===== src/rtl/irq_preempt_router.sv =====
module irq_preempt_router #(
  parameter int MIN_BPR   = 3,
  parameter int APR_WORDS = 1
) (
  input  logic                    clk,
  input  logic                    rst,
  input  logic                    pend_valid_i,
  input  logic [7:0]              pend_prio_i,
  input  logic [1:0]              pend_grp_i,
  input  logic [APR_WORDS*32-1:0] apr_g0_i,
  input  logic [APR_WORDS*32-1:0] apr_g1s_i,
  input  logic [APR_WORDS*32-1:0] apr_g1ns_i,
  input  logic [2:0]              bpr_g0_i,
  input  logic [2:0]              bpr_g1s_i,
  input  logic [2:0]              bpr_g1ns_i,
  input  logic                    cbpr_s_i,
  input  logic                    cbpr_ns_i,
  input  logic [7:0]              pmr_i,
  input  logic                    en_g0_i,
  input  logic                    en_g1s_i,
  input  logic                    en_g1ns_i,
  input  logic                    cpu_secure_i,
  input  logic                    cpu_top_el_i,
  input  logic                    cpu_top_el64_i,
  input  logic                    has_top_el_i,
  output logic                    fiq_o,
  output logic                    irq_o
);
  localparam int APR_W  = APR_WORDS * 32;
  localparam int LEVELS = 1 << (7 - MIN_BPR);
  localparam int SCAN   = (LEVELS < APR_W) ? LEVELS : APR_W;
  localparam int SHIFT  = MIN_BPR + 1;

  logic [APR_W-1:0] apr_any;
  logic [7:0]       run_prio;
  logic             run_idle;
  logic [1:0]       eff_grp;
  logic             grp_en;
  logic [2:0]       bpr_sel;
  logic [7:0]       gmask;
  logic             eligible, unmasked, preempt, want_fiq;

  assign apr_any = apr_g0_i | apr_g1s_i | apr_g1ns_i;

  always_comb begin
    run_idle = 1'b1;
    run_prio = 8'hFF;
    for (int i = SCAN - 1; i >= 0; i--) begin
      if (apr_any[i]) begin
        run_idle = 1'b0;
        run_prio = 8'(i << SHIFT);
      end
    end
  end

  assign eff_grp = (pend_grp_i == 2'd1 && !has_top_el_i) ? 2'd0 : pend_grp_i;

  always_comb begin
    grp_en   = 1'b0;
    bpr_sel  = bpr_g0_i;
    want_fiq = 1'b0;
    case (eff_grp)
      2'd0: begin
        grp_en   = en_g0_i;
        want_fiq = 1'b1;
      end
      2'd1: begin
        grp_en   = en_g1s_i;
        bpr_sel  = cbpr_s_i ? bpr_g0_i : bpr_g1s_i;
        want_fiq = !cpu_secure_i || (cpu_top_el_i && cpu_top_el64_i);
      end
      2'd2: begin
        grp_en   = en_g1ns_i;
        bpr_sel  = cbpr_ns_i ? bpr_g0_i : bpr_g1ns_i;
        want_fiq = cpu_secure_i;
      end
      default: grp_en = 1'b0;
    endcase
  end

  assign gmask    = 8'hFF << ({1'b0, bpr_sel} + 4'd1);
  assign eligible = pend_valid_i && pend_prio_i != 8'hFF && grp_en;
  assign unmasked = pend_prio_i < pmr_i;
  assign preempt  = eligible && unmasked &&
                    (run_idle || ((pend_prio_i & gmask) < (run_prio & gmask)));

  always_ff @(posedge clk) begin
    if (rst) begin
      fiq_o <= 1'b0;
      irq_o <= 1'b0;
    end else begin
      fiq_o <= preempt && want_fiq;
      irq_o <= preempt && !want_fiq;
    end
  end

  p_reset_quiet_r1: assert property (@(posedge clk) rst |=> (!fiq_o && !irq_o));

  p_one_line_r2: assert property (@(posedge clk) disable iff (rst) !(fiq_o && irq_o));

  p_needs_valid_r3: assert property (@(posedge clk) disable iff (rst)
    (fiq_o || irq_o) |-> $past(pend_valid_i && pend_prio_i != 8'hFF && pend_grp_i != 2'd3));

  p_mask_blocks_r4: assert property (@(posedge clk) disable iff (rst)
    (fiq_o || irq_o) |-> $past(pend_prio_i < pmr_i));

  p_g0_fast_r9: assert property (@(posedge clk) disable iff (rst)
    (irq_o && $past(pend_grp_i == 2'd0)) |-> 1'b0);

  p_g1ns_route_r11: assert property (@(posedge clk) disable iff (rst)
    (irq_o && $past(pend_grp_i == 2'd2)) |-> !$past(cpu_secure_i));
endmodule


===== config.mk =====
export PLATFORM = sky130hd
export DESIGN_NAME = irq_preempt_router
export DESIGN_NICKNAME = d
export VERILOG_FILES = /design/src/rtl/irq_preempt_router.sv
export SDC_FILE = /design/constraint.sdc
export NUM_CORES = 1
export LEC_CHECK = 0
export BUFFER_PORTS_ARGS = -buffer_cell sky130_fd_sc_hd__buf_2
export CAP_MARGIN = 20
export CORE_UTILIZATION = 32
export DETAILED_ROUTE_END_ITERATION = 12
export PLACE_DENSITY_LB_ADDON = 0.05
export SYNTH_ARGS = -nofsm -noshare
export SYNTH_HDL_FRONTEND = slang
export SYNTH_SLANG_ARGS = --single-unit
export TNS_END_PERCENT = 30

===== constraint.sdc =====
create_clock -name clk -period 5.83 [get_ports clk]
set_clock_uncertainty 0.2 [all_clocks]
set_input_delay 0.8745 -clock clk [delete_from_list [all_inputs] [get_ports clk]]
set_output_delay 0.8745 -clock clk [all_outputs]
set_load 0.02 [all_outputs]

---- After elaboration in Yosys (flattened, before gate mapping) ----
Index checks and enable logic that the tools add are counted.
Widths: inputs -> output; s select.
operators by class
  divide/modulo/power cells ............... 0
  add/sub/neg operators ................... 1
  eq/ne operators ......................... 4
  muxes and demuxes ....................... 38
  multipliers ............................. 0
  shift operators ......................... 1
  bitwise logic cells ..................... 4
  order comparisons ....................... 2
  reduce and logical (&&, ||, !) cells .... 14
operators by type and width
  operator             number
  $mux 8               15
  $or 16x16->16        2
  $and 8x8->8          2
  $lt 8x8->1           2
  $mux 1               16
  $logic_and 1x1->1    8
  $ne 8x8->1 const B   1
  $shl 8x4->8 const A  1
  $mux 3               2
  $pmux 1 s3           2
  $pmux 3 s2           1
  $add 3x1->4 const B  1
  $eq 2x1->1 const B   2
  $mux 4               1
  $logic_not 1->1      3
  $eq 2x2->1 const B   1
  $logic_not 2->1      1
  $logic_or 1x1->1     2
  $mux 2               1
word-level totals
  bits in latches ......................... 0
  bits in read-only memories .............. 0
  RAM bits ................................ 0
  memories ................................ 0
  input port bits ......................... 135
  flip-flop bits (word level) ............. 2
  logic and storage cells ................. 66

---- Longest topological paths before layout ----
Gate-level depths: netlist (run 1).
  word-level depth ........................ 23
  depth in mapped cells ................... 13
  gate-level depth less buffers ........... 13

---- Least setup slack after synthesis (run 1) ----
No wires, ideal clock.
  path kind ............................... input port to flip-flop
  start point ............................. input pend_grp_i[0]
  end point ............................... register irq_o
  path slack .............................. 2.119 ns
  stages on the path ...................... 12
  buffers on the path ..................... 0
  data arrival time ....................... 3.431 ns
  data required time ...................... 5.550 ns
  library setup time ...................... 0.080 ns
  path through ............................ or3b_1 > o22ai_1 > a21oi_1 > ha_1 > or3_4 > nand3_1 > and3_1 > ha_1 > a21o_1 > a2111oi_0 > o311ai_1 > nor3b_1
on the way
  cells in the longest elaborated chain, start to end .. 12
ends and longest elaborated chain
  item                                             RTL line  text
  from (decl)                                      9         input logic [1:0] pend_grp_i,
  $eq 2x1->1                                       56        assign eff_grp = (pend_grp_i == 2'd1 && !has_top_el_i) ? 2'd0 : pend_grp_i;
  $logic_and 1x1->1                                56
  $mux 2 *                                         56
  $eq 2x2->1 / $eq 2x1->1 (equally long branches)  62        case (eff_grp)
  $pmux 3 s2                                       62
  $add 3x1->4                                      81        assign gmask = 8'hFF << ({1'b0, bpr_sel} + 4'd1);
  $shl 8x4->8                                      81
  $and 8x8->8                                      85        (run_idle || ((pend_prio_i & gmask) < (run_prio & gmask)));
  $lt 8x8->1                                       85
  $logic_or 1x1->1                                 85
  $logic_and 1x1->1                                84        assign preempt = eligible && unmasked &&
  $logic_and 1x1->1 *                              93        irq_o <= preempt && !want_fiq;
  to (signal assigned)                             93
  to (decl)                                        27        output logic irq_o
Every way passes the cells marked *; elsewhere a longest branch is shown, timed or not.
A chain may end at the register's enable or synchronous reset.

---- Final worst setup path (run 1) ----
  start point ............................. input pend_grp_i[0]
  end point ............................... register fiq_o
on the way
  cells in the longest elaborated chain, start to end .. 12
ends and longest elaborated chain
  item                                             RTL line  text
  $eq 2x1->1                                       56
  $logic_and 1x1->1                                56
  $mux 2 *                                         56
  $eq 2x2->1 / $eq 2x1->1 (equally long branches)  62
  $pmux 3 s2                                       62
  $add 3x1->4                                      81
  $shl 8x4->8                                      81
  $and 8x8->8                                      85
  $lt 8x8->1                                       85
  $logic_or 1x1->1                                 85
  $logic_and 1x1->1                                84
  $logic_and 1x1->1 *                              92        fiq_o <= preempt && want_fiq;
  to (signal assigned)                             92
  to (decl)                                        26        output logic fiq_o,
Marks and branches as above.

==> results of run 1 <==
[final cells by class]
class,count,area (um^2)
inverter,12,45.04
multi-input combinational,119,840.8
clock buffer,3,22.52
sequential,2,40.04
timing repair buffer,88,440.4
tap,31,38.79
fill,277,1330
[power groups by stage]
| stage | clock network (uW) | logic (uW) | registers [uW] |
|---|---|---|---|
| finish | 33.1 | 82.5 | 14.0 |
| global route | 37.1 | 93.4 | 14.0 |
| CTS | 35.1 | 82.9 | 14.0 |
| detailed placement | 0 | 82.4 | 14.1 |
| global placement | 0 | 79.2 | 14.2 |
| floorplan | 0 | 40.8 | 14.4 |
[synth_stat cells, types with 2 or more instances]
| library cell | number | share of area, % |
|---|---|---|
| nand3_1 | 6 | 3.2 |
| and3_1 | 2 | 1.4 |
| nand4b_1 | 2 | 1.9 |
| inv_1 | 12 | 4.9 |
| nor3_1 | 15 | 8.1 |
| o211ai_1 | 5 | 4.1 |
| a31oi_1 | 4 | 2.7 |
| a21oi_1 | 9 | 4.9 |
| o41ai_1 | 2 | 1.9 |
| nand4_1 | 5 | 3.4 |
| nor2_1 | 5 | 2.0 |
| ha_1 | 16 | 22 |
| nand2_1 | 13 | 5.3 |
| or3_1 | 2 | 1.4 |
| o21ai_0 | 2 | 1.1 |
| nor2b_1 | 2 | 1.4 |
| o22ai_1 | 2 | 1.4 |
| dfxtp_1 | 2 | 4.3 |
| and2_1 | 4 | 2.7 |
| a21o_1 | 2 | 1.6 |
[flip-flops by register name, summed over array words and instances, names as in the netlist]
register  count
irq_o         1
fiq_o         1
[per-stage QoR]
| step | util, % | area [um^2] | instances |
|---|---|---|---|
| CTS | 51.77 | 1428 | 255 |
| floorplan | - | 925.9 | 133 |
| global route | 51.77 | 1428 | 255 |
| global placement | 50.95 | 1405 | 252 |
| finish | 51.77 | 1428 | 255 |
| detailed placement | 50.95 | 1405 | 252 |
[per-layer routing]
layer / up-vias / track usage [%] / share of wire [%]
met2: 64 / 31.67 / 44
li1: 700 / - / -
met5: - / 0 / 0
met4: 0 / 5.714 / 0.48
met3: 2 / 2.093 / 6.7
met1: 576 / 24.82 / 49
[worst min path at each step]
stage                        from          endpoint  slack [ns]  cells past startpoint
finish               cpu_secure_i  irq_o$_SDFF_PP0_        0.78                      3
global route         cpu_secure_i  irq_o$_SDFF_PP0_        0.80                      3
CTS                  cpu_secure_i  irq_o$_SDFF_PP0_        0.78                      3
detailed placement   cpu_secure_i  irq_o$_SDFF_PP0_        1.03                      3
global placement     cpu_secure_i  irq_o$_SDFF_PP0_        1.02                      3
floorplan           pend_grp_i[0]  irq_o$_SDFF_PP0_        0.90                      3
[kinds of logic (layout without fill, tap and decap cells)]
family	count (synthesis)	in the layout	synth area share (%)
AOI/OAI and AO/OA	35	35	25.54
adders and majority gates	16	16	21.62
and+or+nand+nor	67	67	42.57
muxes	1	1	1.081
buffers and inverters	12	103	4.865
DFF	2	2	4.324
==> impl_summary.md, run 1 <==
Detailed routing
After detailed routing, the average wire length per cell comes to 11.35 um. The total iterations of the first detailed-routing run is 4. The number of vias in the routed layout is 1342. The DRC marker count from the first detailed-route iteration is 43.

The final wirelength is 2894 um. The post-detailed-route DRC marker count is 0. The per-cell via count in the routed design is 5.263. The antenna violation net count after detailed routing is 0.

Critical path
The endpoint kind of the worst setup timing path is a flop. The cell depth of the worst setup path is 13. On the worst path, the slowest cell contributes a delay of 0.43 ns. The kind of cell adding the most delay to the critical path is simple AND/OR/NAND/NOR gates. The type of element launching the critical path is an input port. Walking the worst path, the cells encountered are buf_2 > or3b_1 > nand3_1 > nand2_1 > ha_1 > or3_4 > nand3_1 > nand4b_1 > ha_1 > a21o_1 > a2111oi_0 > o311ai_1 > nor3_1. For this design, the slowest cell found on the critical path is or3b_1. The critical path data arrival time is 3.83 ns. The critical path ends at fiq_o$_SDFF_PP0_.

The most critical setup path has its startpoint at pend_grp_i[0]. The largest fanout of any net on the critical path is 8. The buffer and inverter count on the worst path is 1. The setup path with the least slack is of type in2reg. The required time at the worst-slack endpoint is about 5.8 ns.

Yosys
The number of warnings reported in the yosys synthesis log is 0. The synthesized area per cell is between 6 and 7 um^2. The leading register cell type out of synthesis is dfxtp_1.

Counting every instance in the synthesized netlist gives 133. The total standard cell area after synthesis is ~900 um^2. The number of enable flip-flop cells after synthesis is 0. The share of the Yosys chip area taken by registers is under 10%. The number of synthesized register bits is 2. The net count after synthesis is 284.

The proportion of register bits with asynchronous set or reset after synthesis is 0%. The number of distinct library cells after synthesis is about 40.

Pwr
Per report_power, the clock group accounts for about a quarter of the total. The net switching power of the design is between 40 and 50 uW. Per report_power, the combinational group accounts for 63.7% of the total. The fraction of power spent switching nets is between 30% and 40%. The part of the power in registers is between 10 and 15%.

The worst supply voltage drop on vdd is approximately 0.00011 V. The cell area power density is 90.76 nW/um^2. The design draws ~130 uW. In this run the static leakage power is 0.0007345 uW. Internal power comes to between 80 and 90 uW.

Timing
The total count of hold-check failures in the final report came to 0. The total negative slack is 0 ns. At the pin with the least slew margin, the transition time is between 0.4 and 0.5 ns. Across all setup checks in the final design, the least slack found is around 2 ns. Dividing the final minimum period by the clock period gives around two thirds. Final hold analysis gives a worst-case slack of between 0.7 and 0.8 ns. Setup repair after global routing left no endpoint under its margin. Subtracting the final worst setup slack from the clock period gives 3.882 ns.

The number of failing setup endpoints in the final timing report is 0. The top achievable clock speed is 0.2576 GHz. The headroom to the max-slew limit is 70.82%. The max-slew violation count is 0.

Floorplanning
The row count is 19. After floorplanning, the core was sized to cover ~2800 um^2. The die footprint is roughly 3100 um^2.

137 I/O pins were placed. The width of the die is between 50 and 60 um. The floorplan step set the die height to 55.79 um. The initial utilization of the core area, before any placement, comes to 33.58%.

Place
The routability congestion estimate is about 0.80. Buffers placed on the I/O ports in this run total slightly below 90. The worst setup timing slack at the placement stage is roughly 1.7 ns. The detailed placement HPWL is 2576 um.

Clock tree
The number of setup buffers added after CTS is 0. TritonCTS created 3 clock buffers. Clock-pin slew was measured on the worst setup and hold paths at 0.04 ns. The clock tree from TritonCTS is yes. The number of buffers added to fix hold violations after cts is 0. The post-cts sizing count is 0. The clock sink count is 2. CTS built an H-tree with a depth of 1. The maximum buffer depth of the clock tree is 2. The root cell of the clock tree is clkbuf_4.

Outcome
The run finished with clean final reports.

Hold path
The class of the most critical hold timing path is in2reg.

Global route
Across every metal layer, demand over resource in global routing totals between 10% and 20%. The wire length of the first global-routing pass is about 4800 um. The initial antenna violation count is 0. Global routing finished with a remaining overflow of 0. The via count of the first global-routing pass is between 1000 and 1500. The maximum number of pins on one net before global-route repair is 9.

Final layout
The most common cell after layout, fill and taps aside is buf_2. Leaving out fill and tap cells, the most frequent cells in the layout are 88 x buf_2, 16 x ha_1, 15 x nor3_1. The repair_antennas step left the layout with diodes totalling 0.

After the last flow step, the layout net total stands at roughly 380. The area growth from synthesis to layout is 54.19%. Of the cells placed in the final design, the portion with a size suffix greater than 1 is approximately 44%.

Job
The reported max-cap violation count is 0.
Note: power is estimated with default switching activity, not from simulation.
==> inputs of run 2 (changes only) <==
- CORE_UTILIZATION: 32 -> 30
- clock period: 5.83 -> 3.7 ns (I/O delays scaled with it)
==> impl_summary.md, run 2 (synthesis gave the netlist of run 1 again) <==
Global route
The total congestion overflow came to 0 (unchanged). The wire length of the first global-routing pass is 4740 um (-2.1%). The initial antenna violation count is 0 (unchanged).

The via count of the first global-routing pass is 1247 (-1.0%). The maximum number of pins on one net before global-route repair came to 7 (-2). The overall global routing resource usage came to 17.78% (-0.93 points).

Final layout
The antenna cell count is 0 (unchanged). The fraction of final layout cells sized beyond drive strength 1 was 45.41% (+1.7 points). The final-stage net count is 382 (+1.3%).

The sequential cell area in the final layout is 40.04 um^2 (unchanged). The largest registers in the layout are fiq_o x1, irq_o x1. The post-layout instance count excluding filler cells is 260 (+2.0%). The most common cell after layout, fill and taps aside is buf_2.

The area used by multi-input combinational logic is 847.1 um^2 (+0.74%). The number of filler cells placed in the layout is 303 (+9.4%). The layout overhead on the synthesized area is 58.92%. The core occupancy in the finished layout was 52.01% (+0.24 points).

The top cell types in the final layout, fill and taps aside, are 88 x buf_2, 16 x ha_1, 15 x nor3_1.

Detailed routing
The final wirelength is 2957 um (+2.2%). In this run the top signal layer used is met3. The routed wirelength normalized by instance count is 11.37 um (+0.21%). The detailed route wirelength on metal2 is 1327 um (+4.9%).

The met3 wire length is 226 um (+16%). The per-cell via count in the routed design came to 5.177 (-1.6%). The detailed-route wire length on metal 1 is 1403 um (-1.1%).

The number of vias in the routed layout is 1346 (+0.30%). The DRC marker count from the first detailed-route iteration is 36 (-16%). The post-detailed-route DRC marker count is 4 (+4). The antenna violation net count after detailed routing was 0 (unchanged). The total iterations of the first detailed-routing run is 8 (+4).

Place
The total of buffers placed on input and output ports came to 88 (unchanged). The routability congestion estimate is 0.7705 (-4.3%). The worst setup timing slack at the placement stage is -0.08040 ns (-1.771 ns).

The detailed placement HPWL is 2659 um (+3.2%). The placed instance count is 257 (+2.0%).

Pwr
The worst supply voltage drop on vdd is 0.0001223 V (+7.4%). The static leakage is 0.0007596 uW (+3.4%). The net switching power of the design is 78.57 uW (+59%).

The share of power burned in the clock network is 24.5% (-1.0 points). The fraction of power spent switching nets is 37.35% (-0.69 points). The part of the power in registers is 10.5% (-0.3 points). The power share of the combinational group is 65.0% (+1.3 points). The cell area power density is 143.0 nW/um^2 (+58%). The internal portion of total power is 131.8 uW (+64%).

Floorplanning
The die footprint is 3313 um^2 (+6.4%). The effective utilization at floorplan came to 32.73% (-0.85 points). The core box area is 2829 um^2 (+2.6%).

The die extent in y is 57.56 um (+3.2%). The row count came to 19 (unchanged). The width of the die came to 57.56 um (+3.2%). The number of top-level pins is 137 (unchanged).

Timing
For this run, the top clock speed supported by timing is roughly 0.28 GHz. The headroom to the max-slew limit is 71.34% (+0.52 points). The worst hold-check slack came to 0.4775 ns (-0.3071 ns). The shortest clock period the worst path allows after layout is 3.525 ns. The number of failing setup endpoints in the final timing report was 0 (unchanged). The slack of the critical path is 0.1755 ns (-1.773 ns). The transition time of the tightest slew-check pin is 0.4263 ns (-0.01138 ns). The total negative slack is 0 ns (unchanged). Setup repair after global routing left no endpoint under its margin. The share of the cycle needed by the critical path after routing is between 90% and 100%. The max-slew violation count is 0 (unchanged). The total count of hold-check failures in the final report is 0 (unchanged).

Critical path
The critical path data arrival time is 3.46 ns (-0.37 ns). STA classifies the critical path endpoint as a flop. The type of element launching the critical path is an input port.

Traced cell by cell, the critical path runs through buf_2 > or3b_1 > o22ai_1 > a21oi_1 > ha_1 > or3_4 > nand3_1 > nand4b_1 > ha_1 > a21o_1 > a2111oi_2 > o311ai_1 > nor3b_1. The required time at the worst-slack endpoint came to 3.64 ns (-2.14 ns). The slowest stage cell on the critical path is or3b_1. The most numerous cell type found on the critical path is ha_1.

The buffer and inverter count on the worst path was 1 (unchanged). The largest fanout of any net on the critical path is 3 (-5). The critical path class is in2reg. The largest incremental delay on the critical path is 0.41 ns (-0.02 ns). The kind of cell adding the most delay to the critical path is simple AND/OR/NAND/NOR gates.

Clock tree
The CTS clock-pin slew for the worst setup and hold paths was 0.03 ns (about the same). The number of buffers added to fix hold violations after cts is 0 (unchanged). The CTS buffer count is 3 (unchanged). The root buffer cell chosen for the clock tree is clkbuf_4. The clock tree from TritonCTS is yes. The H-tree level count came to 1 (unchanged). The number of setup buffers added after CTS is 0 (unchanged). The clock sink count is 2 (unchanged). The maximum buffer depth of the clock tree is 2 (unchanged).

Hold path
The class of the most critical hold timing path is in2reg.

Job
The reported max-cap violation count is 0 (unchanged).

Outcome
The run finished, with violations left. The final reports fail on design-rule violations.
[run 2: power by group through the flow]
| stage | clock, uW | sequential (uW) | combinational [uW] |
|---|---|---|---|
| after detailed placement | 0 | 22.3 | 134 |
| final | 51.6 | 22.0 | 137 |
| after CTS | 53.8 | 22.0 | 135 |
| after global routing | 56.6 | 22.0 | 154 |
| after floorplan | 0 | 22.6 | 64.2 |
| after global placement | 0 | 22.3 | 130 |
[run 2: stage by stage]
stage,power (uW),cell area (um^2)
floorplan,86.84,925.9
global placement,151.9,1443
detailed placement,156.7,1443
CTS,210.8,1465
global route,233.0,1471
finish,210.4,1471
[run 2: layout make-up]
type	instances	area share (%)
Multi-Input combinational cell	119	57.57
Timing Repair Buffer	93	32.48
Inverter	12	3.061
Sequential cell	2	2.721
Tap cell	31	2.636
Clock buffer	3	1.531
[run 2: layer usage]
metal  up-vias  track usage (%)
li1        709                -
met1       581            23.33
met2        56            31.06
met4         0            5.226
met3         0            1.134
met5         -                0
[run 2: tightest hold or removal path: stages]
cell	delay (ns)
buf_2	0.09
a21oi_1	0.07
nor3b_1	0.13
[run 2: path summary, 6_finish.rpt]
path	startpoint	endpoint	depth (start not counted)
setup / recovery	pend_grp_i[0]	irq_o$_SDFF_PP0_	13
hold / removal	cpu_secure_i	irq_o$_SDFF_PP0_	3
[run 2: what timing repair did]
action | in CTS | in global routing
endpoints found under the hold margin | 0 | 0
endpoints found under the setup margin | 0 | 2
resized for setup | 0 | 2
==> inputs of run 3 (changes only) <==
- PLACE_DENSITY: unset -> 0.86
- PLACE_DENSITY_LB_ADDON: 0.05 -> unset
==> impl_summary.md, run 3 (synthesis gave the netlist of run 1 again) <==
Critical path
The endpoint of the most critical setup path is irq_o$_SDFF_PP0_. The critical path data arrival time is 3.42 ns (-0.04 ns). The largest fanout of any net on the critical path is 5 (+2). The critical path starts at pend_grp_i[0]. The worst setup path is launched from an input port. The critical path class is in2reg.

The required time at the worst-slack endpoint is 3.64 ns (about the same). The endpoint kind of the worst setup timing path is a flop.

Place
The total of buffers placed on input and output ports is 88 (unchanged). The worst setup timing slack at the placement stage is -0.06874 ns (+0.01166 ns). The placed instance count is 257 (unchanged). The routability congestion estimate is 0.8002 (+3.9%). The detailed placement HPWL was 2599 um (-2.3%).

Clock tree
The clock sink count is 2 (unchanged). The CTS clock-pin slew for the worst setup and hold paths is 0.03 ns (about the same). TritonCTS built the clock tree. The number of buffers added to fix hold violations after cts is 0 (unchanged).

The maximum buffer depth of the clock tree is 2 (unchanged). Clock tree synthesis selected as its root buffer the cell clkbuf_4. The H-tree level count was 1 (unchanged). The CTS buffer count came to 3 (unchanged).

Timing
The shortest clock period the worst path allows after layout is 3.479 ns (-0.04511 ns). The share of the cycle needed by the critical path after routing was 94.04% (-1.2 points). The top achievable clock speed was 0.2874 GHz (+1.3%). The number of failing setup endpoints in the final timing report is 0 (unchanged). The slack of the critical path was 0.2206 ns (+0.04511 ns). The transition time of the tightest slew-check pin came to 0.4033 ns (-0.02300 ns). Setup repair after global routing left no endpoint under its margin. The max-slew violation count is 0 (unchanged). The headroom to the max-slew limit came to 73.11% (+1.8 points). The total count of hold-check failures in the final report is 0 (unchanged).

Pwr
The worst supply voltage drop on vdd was 0.00007346 V (-40%). The part of the power in registers is 10.8% (+0.3 points). The net switching power of the design is 73.59 uW (-6.3%). The cell area power density came to 138.9 nW/um^2 (-2.9%).

The internal portion of total power is 130.9 uW (-0.69%). The share of power burned in the clock network is 22.9% (-1.6 points). The final total power is 204.5 uW (-2.8%). The static leakage was 0.0007602 uW (about the same). The fraction of power spent switching nets came to 35.99% (-1.4 points). The power share of the combinational group was 66.3% (+1.3 points).

Detailed routing
The antenna violation net count after detailed routing is 0 (unchanged). The per-cell via count in the routed design came to 5.115 (-1.2%). The post-detailed-route DRC marker count was 6 (+2). The DRC marker count from the first detailed-route iteration is 41 (+14%). The routed wirelength normalized by instance count came to 11.13 um (-2.1%). The number of vias in the routed layout is 1330 (-1.2%). The total iterations of the first detailed-routing run was 8 (unchanged). The final wirelength is 2895 um (-2.1%).

Final layout
The library cells used most frequently in the layout, excluding fill and tap cells, are 88 x buf_2, 16 x ha_1, 15 x nor3_1. The sequential cell area in the final layout came to 40.04 um^2 (unchanged). The final-stage net count is 382 (unchanged).

The fraction of final layout cells sized beyond drive strength 1 came to 45.41% (unchanged). The number of filler cells placed in the layout is 287 (-5.3%). The antenna cell count is 0 (unchanged). Leaving out fill and tap cells, the most frequent cell in the layout is buf_2. The area used by multi-input combinational logic is 848.3 um^2 (+0.15%). The layout overhead on the synthesized area came to 59.05% (about the same). In the final layout, the registers with the most flip-flops are fiq_o x1, irq_o x1.

The post-layout instance count excluding filler cells is 260 (unchanged).

Outcome
The flow ran to the end, but the final reports show violations. The checks that failed: design-rule violations.

Floorplanning
The die extent in y is 57.56 um (unchanged). The effective utilization at floorplan is 32.73% (unchanged). The core box area is 2829 um^2 (unchanged). The width of the die is 57.56 um (unchanged).

The row count was 19 (unchanged). The die footprint is 3313 um^2 (unchanged). The number of top-level pins is 137 (unchanged).

Hold path
The path class of the tightest hold or removal check is in2reg. The startpoint of the tightest hold check path is cpu_secure_i.

Global route
The total congestion overflow is 0 (unchanged). The maximum number of pins on one net before global-route repair came to 6 (-1). The via count of the first global-routing pass is 1202 (-3.6%). The wire length of the first global-routing pass is 4491 um (-5.3%). The initial antenna violation count is 0 (unchanged).

The overall global routing resource usage was 16.41% (-1.4 points).

Job
The reported max-cap violation count came to 0 (unchanged).
[run 3: worst min path at each step]
stage                     slack (ns)  cells after the start               end
after floorplan                 0.58                      3  irq_o$_SDFF_PP0_
after global placement          0.70                      3  irq_o$_SDFF_PP0_
after detailed placement        0.71                      3  irq_o$_SDFF_PP0_
after CTS                       0.48                      3  irq_o$_SDFF_PP0_
after global routing            0.50                      3  irq_o$_SDFF_PP0_
final                           0.48                      3  irq_o$_SDFF_PP0_
[run 3: timing repair]
action                     in CTS  in global routing
gates resized for setup         0                  2
setup endpoints to repair       0                  2
buffers inserted                0                  0
[run 3: cell type report]
cell class / count / area share [%]
Clock buffer: 3 / 1.529
Inverter: 12 / 3.059
Multi-Input combinational cell: 119 / 57.60
Sequential cell: 2 / 2.719
Tap cell: 31 / 2.634
Timing Repair Buffer: 93 / 32.46
[run 3: routing by layer]
layer,routed length (um),up-vias,part of all wire (%),track usage (%)
met5,0,-,0,0
met4,0,0,0,3.136
met3,196,0,6.8,0.9070
met2,1367,46,47,29.40
met1,1331,576,46,21.66
li1,-,708,-,-
[run 3: critical path, cell delays in order]
cell	delay [ns]
buf_2	0.13
or3b_1	0.42
o22ai_2	0.16
a21oi_1	0.09
ha_1	0.20
or3_4	0.40
nand3_1	0.10
nand4b_1	0.10
ha_1	0.30
a21o_1	0.16
a2111oi_1	0.40
o311ai_1	0.18
nor3b_1	0.20
[run 3: power by group through the flow]
| stage | clock network (uW) | registers [uW] | logic [uW] |
|---|---|---|---|
| after floorplan | 0 | 22.6 | 64.2 |
| after global placement | 0 | 22.3 | 130 |
| after detailed placement | 0 | 22.3 | 134 |
| after CTS | 49.0 | 22.0 | 135 |
| after global routing | 51.7 | 22.0 | 152 |
| final | 46.8 | 22.0 | 136 |
[run 3: metrics by stage]
stage	utilization (%)	hold WS (ns)	instance area (um^2)	TNS, ns
detailed placement	51.00	0.7134	1443	-0.1265
finish	52.06	0.4828	1473	0
floorplan	-	0.5824	925.9	0
CTS	51.79	0.4844	1465	0
global placement	51.00	0.7041	1443	-0.06350
global route	52.06	0.4986	1473	0
